--- src/rtl/scl_gen_pkg.sv ---
package scl_gen_pkg;
  typedef enum logic [1:0] {
    MODE_STD  = 2'd0,
    MODE_FAST = 2'd1,
    MODE_HS   = 2'd2,
    MODE_ALT  = 2'd3
  } scl_mode_e;

  typedef enum logic [1:0] {
    PH_IDLE,
    PH_LOW,
    PH_WAIT,
    PH_HIGH
  } scl_phase_e;
endpackage

--- src/rtl/scl_line_sync.sv ---
module scl_line_sync #(
  parameter int STAGES = 2
) (
  input  logic clk_i,
  input  logic rst_ni,
  input  logic line_i,
  output logic line_o
);
  logic [STAGES-1:0] sr_q;

  generate
    if (STAGES == 1) begin : g_one
      always_ff @(posedge clk_i or negedge rst_ni) begin
        if (!rst_ni) sr_q <= 1'b1;
        else         sr_q <= line_i;
      end
    end else begin : g_many
      always_ff @(posedge clk_i or negedge rst_ni) begin
        if (!rst_ni) sr_q <= '1;
        else         sr_q <= {sr_q[STAGES-2:0], line_i};
      end
    end
  endgenerate

  assign line_o = sr_q[STAGES-1];
endmodule

--- src/rtl/scl_cnt_select.sv ---
module scl_cnt_select
  import scl_gen_pkg::*;
#(
  parameter int CNT_W      = 16,
  parameter int MIN_CNT    = 6,
  parameter bit HS_SUPPORT = 1'b1
) (
  input  logic [1:0]       mode_i,
  input  logic [CNT_W-1:0] std_hcnt_i,
  input  logic [CNT_W-1:0] std_lcnt_i,
  input  logic [CNT_W-1:0] fast_hcnt_i,
  input  logic [CNT_W-1:0] fast_lcnt_i,
  input  logic [CNT_W-1:0] hs_hcnt_i,
  input  logic [CNT_W-1:0] hs_lcnt_i,
  output logic [CNT_W-1:0] hcnt_o,
  output logic [CNT_W-1:0] lcnt_o
);
  localparam logic [CNT_W-1:0] FLOOR = CNT_W'(MIN_CNT);

  logic [CNT_W-1:0] sel_h, sel_l;

  generate
    if (HS_SUPPORT) begin : g_hs
      always_comb begin
        unique case (mode_i)
          MODE_STD: begin sel_h = std_hcnt_i;  sel_l = std_lcnt_i;  end
          MODE_HS:  begin sel_h = hs_hcnt_i;   sel_l = hs_lcnt_i;   end
          default:  begin sel_h = fast_hcnt_i; sel_l = fast_lcnt_i; end
        endcase
      end
    end else begin : g_no_hs
      logic hs_unused;
      assign hs_unused = ^{hs_hcnt_i, hs_lcnt_i};
      always_comb begin
        if (mode_i == MODE_STD) begin
          sel_h = std_hcnt_i;
          sel_l = std_lcnt_i;
        end else begin
          // high-speed request falls back to the fast pair
          sel_h = fast_hcnt_i;
          sel_l = fast_lcnt_i;
        end
      end
    end
  endgenerate

  assign hcnt_o = (sel_h < FLOOR) ? FLOOR : sel_h;
  assign lcnt_o = (sel_l < FLOOR) ? FLOOR : sel_l;
endmodule

--- src/rtl/scl_phase_ctrl.sv ---
module scl_phase_ctrl
  import scl_gen_pkg::*;
#(
  parameter int CNT_W    = 16,
  parameter int LOW_ADD  = 0,
  parameter int HIGH_ADD = 4
) (
  input  logic             clk_i,
  input  logic             rst_ni,
  input  logic             enable_i,
  input  logic             line_hi_i,
  input  logic [CNT_W-1:0] hcnt_i,
  input  logic [CNT_W-1:0] lcnt_i,
  output logic             drive_o,
  output logic             rise_o,
  output logic             fall_o
);
  localparam int TW = CNT_W + 4;

  scl_phase_e       phase_q;
  logic [TW-1:0]    cnt_q;
  logic [TW-1:0]    low_load, high_load;
  logic             cnt_zero;

  assign low_load  = TW'(lcnt_i) + TW'(LOW_ADD);
  assign high_load = TW'(hcnt_i) + TW'(HIGH_ADD);
  assign cnt_zero  = (cnt_q == '0);

  always_ff @(posedge clk_i or negedge rst_ni) begin
    if (!rst_ni) begin
      phase_q <= PH_IDLE;
      cnt_q   <= '0;
      drive_o <= 1'b0;
      rise_o  <= 1'b0;
      fall_o  <= 1'b0;
    end else begin
      rise_o <= 1'b0;
      fall_o <= 1'b0;
      if (!enable_i) begin
        phase_q <= PH_IDLE;
        drive_o <= 1'b0;
        cnt_q   <= '0;
      end else begin
        unique case (phase_q)
          PH_IDLE: begin
            phase_q <= PH_LOW;
            drive_o <= 1'b1;
            fall_o  <= 1'b1;
            cnt_q   <= low_load;
          end
          PH_LOW: begin
            if (cnt_zero) begin
              phase_q <= PH_WAIT;
              drive_o <= 1'b0;
              rise_o  <= 1'b1;
            end else begin
              cnt_q <= cnt_q - 1'b1;
            end
          end
          PH_WAIT: begin
            // slave stretching holds us here
            if (line_hi_i) begin
              phase_q <= PH_HIGH;
              cnt_q   <= high_load;
            end
          end
          PH_HIGH: begin
            if (cnt_zero) begin
              phase_q <= PH_LOW;
              drive_o <= 1'b1;
              fall_o  <= 1'b1;
              cnt_q   <= low_load;
            end else begin
              cnt_q <= cnt_q - 1'b1;
            end
          end
          default: phase_q <= PH_IDLE;
        endcase
      end
    end
  end
endmodule

--- src/rtl/scl_period_gen.sv ---
module scl_period_gen #(
  parameter int CNT_W       = 16,
  parameter int MIN_CNT     = 6,
  parameter int LOW_OVH     = 1,
  parameter int HIGH_OVH    = 8,
  parameter int SYNC_STAGES = 2,
  parameter bit HS_SUPPORT  = 1'b1
) (
  input  logic             clk_i,
  input  logic             rst_ni,
  input  logic             enable_i,
  input  logic [1:0]       mode_i,
  input  logic [CNT_W-1:0] std_hcnt_i,
  input  logic [CNT_W-1:0] std_lcnt_i,
  input  logic [CNT_W-1:0] fast_hcnt_i,
  input  logic [CNT_W-1:0] fast_lcnt_i,
  input  logic [CNT_W-1:0] hs_hcnt_i,
  input  logic [CNT_W-1:0] hs_lcnt_i,
  input  logic             scl_i,
  output logic             scl_drive_o,
  output logic             scl_fall_o,
  output logic             scl_rise_o
);
  // counter turnaround and synchronizer latency absorb part of each overhead
  localparam int LOW_ADD  = LOW_OVH - 1;
  localparam int HIGH_ADD = HIGH_OVH - SYNC_STAGES - 2;

  logic             line_hi;
  logic [CNT_W-1:0] hcnt_eff, lcnt_eff;

  scl_line_sync #(
    .STAGES(SYNC_STAGES)
  ) i_sync (
    .clk_i (clk_i),
    .rst_ni(rst_ni),
    .line_i(scl_i),
    .line_o(line_hi)
  );

  scl_cnt_select #(
    .CNT_W     (CNT_W),
    .MIN_CNT   (MIN_CNT),
    .HS_SUPPORT(HS_SUPPORT)
  ) i_select (
    .mode_i     (mode_i),
    .std_hcnt_i (std_hcnt_i),
    .std_lcnt_i (std_lcnt_i),
    .fast_hcnt_i(fast_hcnt_i),
    .fast_lcnt_i(fast_lcnt_i),
    .hs_hcnt_i  (hs_hcnt_i),
    .hs_lcnt_i  (hs_lcnt_i),
    .hcnt_o     (hcnt_eff),
    .lcnt_o     (lcnt_eff)
  );

  scl_phase_ctrl #(
    .CNT_W   (CNT_W),
    .LOW_ADD (LOW_ADD),
    .HIGH_ADD(HIGH_ADD)
  ) i_ctrl (
    .clk_i    (clk_i),
    .rst_ni   (rst_ni),
    .enable_i (enable_i),
    .line_hi_i(line_hi),
    .hcnt_i   (hcnt_eff),
    .lcnt_i   (lcnt_eff),
    .drive_o  (scl_drive_o),
    .rise_o   (scl_rise_o),
    .fall_o   (scl_fall_o)
  );
endmodule

--- config.mk ---
export PLATFORM = sky130hd
export DESIGN_NAME = scl_period_gen
export DESIGN_NICKNAME = d
export VERILOG_FILES = /design/src/rtl/scl_gen_pkg.sv /design/src/rtl/scl_line_sync.sv /design/src/rtl/scl_cnt_select.sv /design/src/rtl/scl_phase_ctrl.sv /design/src/rtl/scl_period_gen.sv
export SDC_FILE = /design/constraint.sdc
export NUM_CORES = 1
export LEC_CHECK = 0
export ABC_AREA = 1
export CAP_MARGIN = 0
export CORE_MARGIN = 3
export CORE_UTILIZATION = 43
export CTS_BUF_LIST = sky130_fd_sc_hd__clkbuf_8
export DETAILED_ROUTE_END_ITERATION = 10
export GPL_TIMING_DRIVEN = 0
export PLACE_DENSITY = 0.76
export SYNTH_ARGS = -nofsm -noshare
export SYNTH_HDL_FRONTEND = slang
export SYNTH_SLANG_ARGS = --single-unit
--- constraint.sdc ---
create_clock -name clk_i -period 2.05 [get_ports clk_i]
set_clock_uncertainty 0.05 [all_clocks]
set_input_delay 0.205 -clock clk_i [delete_from_list [all_inputs] [get_ports clk_i]]
set_output_delay 0.205 -clock clk_i [all_outputs]
set_load 0.01 [all_outputs]
==> key figures <==
Setup path
  – CP max-delay cell: clkdlybuf4s50_1
  – Cell mode on critical path: nand2_1
  – Worst-path cell chain: clkdlybuf4s50_1 > inv_1 > nand3_1 > nand2_2 > nor2_4 > nor2_1 > nand2_1 > nor2_1 > nand2_2 > nand2_2 > ha_4 > nand3_4 > nor2_4 > nand2_4 > nor2_2 > nand2_1 > nand3_2 > nand2_1 > nand2_1 > nand2_1
  – Crit-path max cell delay: 0.40 ns
  – Worst R2R Path Depth: 10
  – Crit-path leading delay family: simple AND/OR/NAND/NOR gates
  – WP depth: 20
  – CP Capture Type: flip-flop
  – Critical Path AT: 2.28 ns
  – Buf/Inv on CP: 2
  – Data required, critical path: 2.18 ns
  – R2R setup slack: 0.02 ns
  – Setup crit start kind: input port
  – Worst r2r src: i_ctrl.phase_q[1]
  – Crit Reg-Reg Endpoint: i_ctrl.cnt_q[0]
  – Crit path kind: input port to flip-flop
  – Crit-path max FO: 4
  – Crit path from: hs_hcnt_i[3]

Clock tree
  – CTS sink count: 27
  – Skew-Pair Late Insertion Delay: 0.28 ns
  – Clock root buffer master: clkbuf_8
  – H-tree depth: 1
  – CTS tree: yes
  – Clk pin slew, worst setup/hold paths: 0.10 ns
  – CTS buffer count: 3
  – Maximum clock path buffer count: 2

Synthesis
  – Seq/Total Area, Yosys: 20.5%
  – Post-synth EDFFs: 0
  – Yosys cell types: 46
  – YS warnings: 0
  – Main synth FF type: dfrtp_1
  – Post-synth top area share: 18.9%
  – Mapped Nets: 653
  – Commonest cells in the synthesized netlist: 155 x nand2_1, 76 x inv_1, 62 x nor2_1
  – Ranking of synthesized cells by area: dfrtp_1 19%, nand2_1 18%, inv_1 8.6%
  – Synth Instances: 543
  – Post-synth top area cell: dfrtp_1
  – Cell area after synthesis: 3310 um^2
  – Synthesized area per cell: 6.09 um^2
  – Most common cell in the netlist: nand2_1
  – #FFs+latches synth: 27
  – Post-synth ARST share: 100%

STA
  – Setup TNS: -0.381 ns
  – Final Hold Fails: 0
  – Relative slew slack: 59.1%
  – Final Slew Violations: 0
  – Max Clock Freq: 465 MHz
  – Worst setup margin: -0.102 ns
  – Post-route clock period utilization: 105%
  – Unrepaired setup endpoints after global routing: true
  – Final setup vio count: 6
  – Period minus WS final: 2.15 ns
  – Tightest Pin Transition: 0.614 ns

Outcome
  – Outcome: finished, violations left
  – Failing checks: negative setup slack

Routing
  – Routed vias/inst: 5.40
  – Number of remaining DRC errors: 0
  – Total number of vias: 4250
  – Antenna Nets Post-Route: 0
  – DRT Pass-1 Iters: 5
  – WL/cell: 15.5 um
  – DR iter-0 viols: 367
  – Final WL: 12200 um

Placement
  – DP Wirelength: 9100 um
  – Placer congestion estimate: 0.954
  – Pre-CTS setup slack: -1.01 ns
  – Area after DPL: 4470 um^2
  – Placed Cells: 746
  – Port bufs: 104

Global route
  – Overall Global Routing Usage: 26.4%
  – Global-route wire length before repair: 18600 um
  – Initial antenna violation count: 0
  – Largest net degree at the start of global routing: 28
  – Total gr overflow: 0
  – Vias in the first global route: 3853

Die
  – Die ar.: 8790 um^2
  – Cell Rows: 31
  – I/O pins: 105
  – Initial core utilization: 44.9%
  – Die W: 93.7 um
  – Core area: 7370 um^2
  – Die height: 93.7 um

Finish
  – Footprint of the multi-input gates: 2510 um^2
  – Register area: 679 um^2
  – Area Overhead vs Synth: 55.2%
  – Layout fillers: 616
  – Final Non-Filler Cells: 787
  – Nets: 799
  – Layout cell share with drive strength beyond 1: 24.0%
  – Ant. Diodes: 0
  – Final Cell Area: 5140 um^2

Hold path
  – Worst Hold Class: input port to flip-flop
  – Worst min-delay path startpoint: scl_i
  – Hold Path Sink: i_sync.sr_q[0]
  – Hold Path Depth: 1

Pwr
  – Max IR drop VDD: 0.000538 V
  – Leakage: 2.44 nW
  – Pwr/cell area: 805 nW/um^2

Flow run
  – Max-Cap Viols: 0
metal layers:
metal | track usage, % | up-vias | wire [um]
li1 | - | 2032 | -
met1 | 35.0 | 1965 | 5060
met2 | 45.8 | 225 | 6010
met3 | 3.85 | 28 | 942
met4 | 4.57 | 0 | 219
met5 | 0 | - | 0
power breakdown:
part	leakage [nW]	total, mW	switching [mW]	internal (mW)
logic	2.07	2.88	1.73	1.15
clock network	0.0255	0.316	0.179	0.137
registers	0.351	0.938	0.228	0.710
worst register-to-register path, delay by kind of cell, from the launching register on:
kind / cells / cell delay [ns]
flops: 1 / 0.45
buf+inv: 4 / 0.42
simple gates: 3 / 0.37
fa+ha+maj: 1 / 0.31
compound gates: 2 / 0.31
registers in the layout (all words and copies together) (netlist names):
signal          count
i_ctrl.phase_q      2
i_ctrl.drive_o      1
i_ctrl.rise_o       1
i_ctrl.fall_o       1
i_ctrl.cnt_q       20
i_sync.sr_q         2
through the flow:
| step | utilization [%] | hold WS (ns) | power [mW] |
|---|---|---|---|
| after floorplan | - | -0.141 | 2.58 |
| after global placement | 60.7 | 0.295 | 3.28 |
| after detailed placement | 60.7 | 0.298 | 3.31 |
| after CTS | 65.1 | 0.275 | 3.76 |
| after global routing | 69.7 | 0.271 | 4.49 |
| final | 69.7 | 0.270 | 4.14 |
cell type report:
type                       count  share of cell area (%)
sequential                    27                    13.2
clock buffer                   3                   0.804
buffer                        12                    2.27
tap                           99                    2.41
clock inverter                 1                  0.0974
multi-input combinational    425                    48.9
timing repair buffer         140                    26.3
inverter                      80                    5.99
layout by cell type (no fill, tap or decap), types with 5 or more instances in the layout:
| cell | instances |
|---|---|
| nor2_1 | 45 |
| nand2_2 | 19 |
| nand4_1 | 11 |
| buf_2 | 5 |
| o21ai_1 | 5 |
| xor2_1 | 12 |
| nor2_2 | 17 |
| or2_2 | 10 |
| buf_6 | 6 |
| o22ai_1 | 8 |
| o211ai_1 | 7 |
| a21oi_1 | 13 |
| nand3_1 | 34 |
| dfrtp_1 | 24 |
| nor2_4 | 14 |
| nand2_1 | 141 |
| clkdlybuf4s50_1 | 100 |
| o21ai_0 | 17 |
| inv_2 | 6 |
| inv_1 | 71 |
| buf_4 | 32 |
| nand2_4 | 5 |
| nand3_2 | 12 |
| nor3_1 | 7 |
kinds of logic (layout without fill, tap and decap cells):
group | Yosys count | in the layout | synth area share [%]
compound gates | 67 | 68 | 13.1
fa+ha+maj | 8 | 8 | 3.02
xor+xnor | 14 | 14 | 3.71
simple gates | 335 | 335 | 47.4
flops | 27 | 27 | 20.5
buf+inv | 92 | 236 | 12.3
how the worst max path moves through the flow:
stage                                  end  slack [ns]
after floorplan           i_ctrl.cnt_q[14]       -0.09
after global placement    i_ctrl.cnt_q[14]       -0.96
after detailed placement  i_ctrl.cnt_q[14]       -1.01
after CTS                 i_ctrl.cnt_q[14]       -0.16
after global routing      i_ctrl.cnt_q[14]       -0.28
final                     i_ctrl.cnt_q[14]       -0.10
timing repair:
item,in CTS,in global routing
pin swaps,21,28
cloned,0,2
setup buffers,20,14
hold buffers,0,1
resized for setup,41,55
setup endpoints to repair,20,20
hold endpoints to repair,0,25
Note: power is estimated with default switching activity, not from simulation.
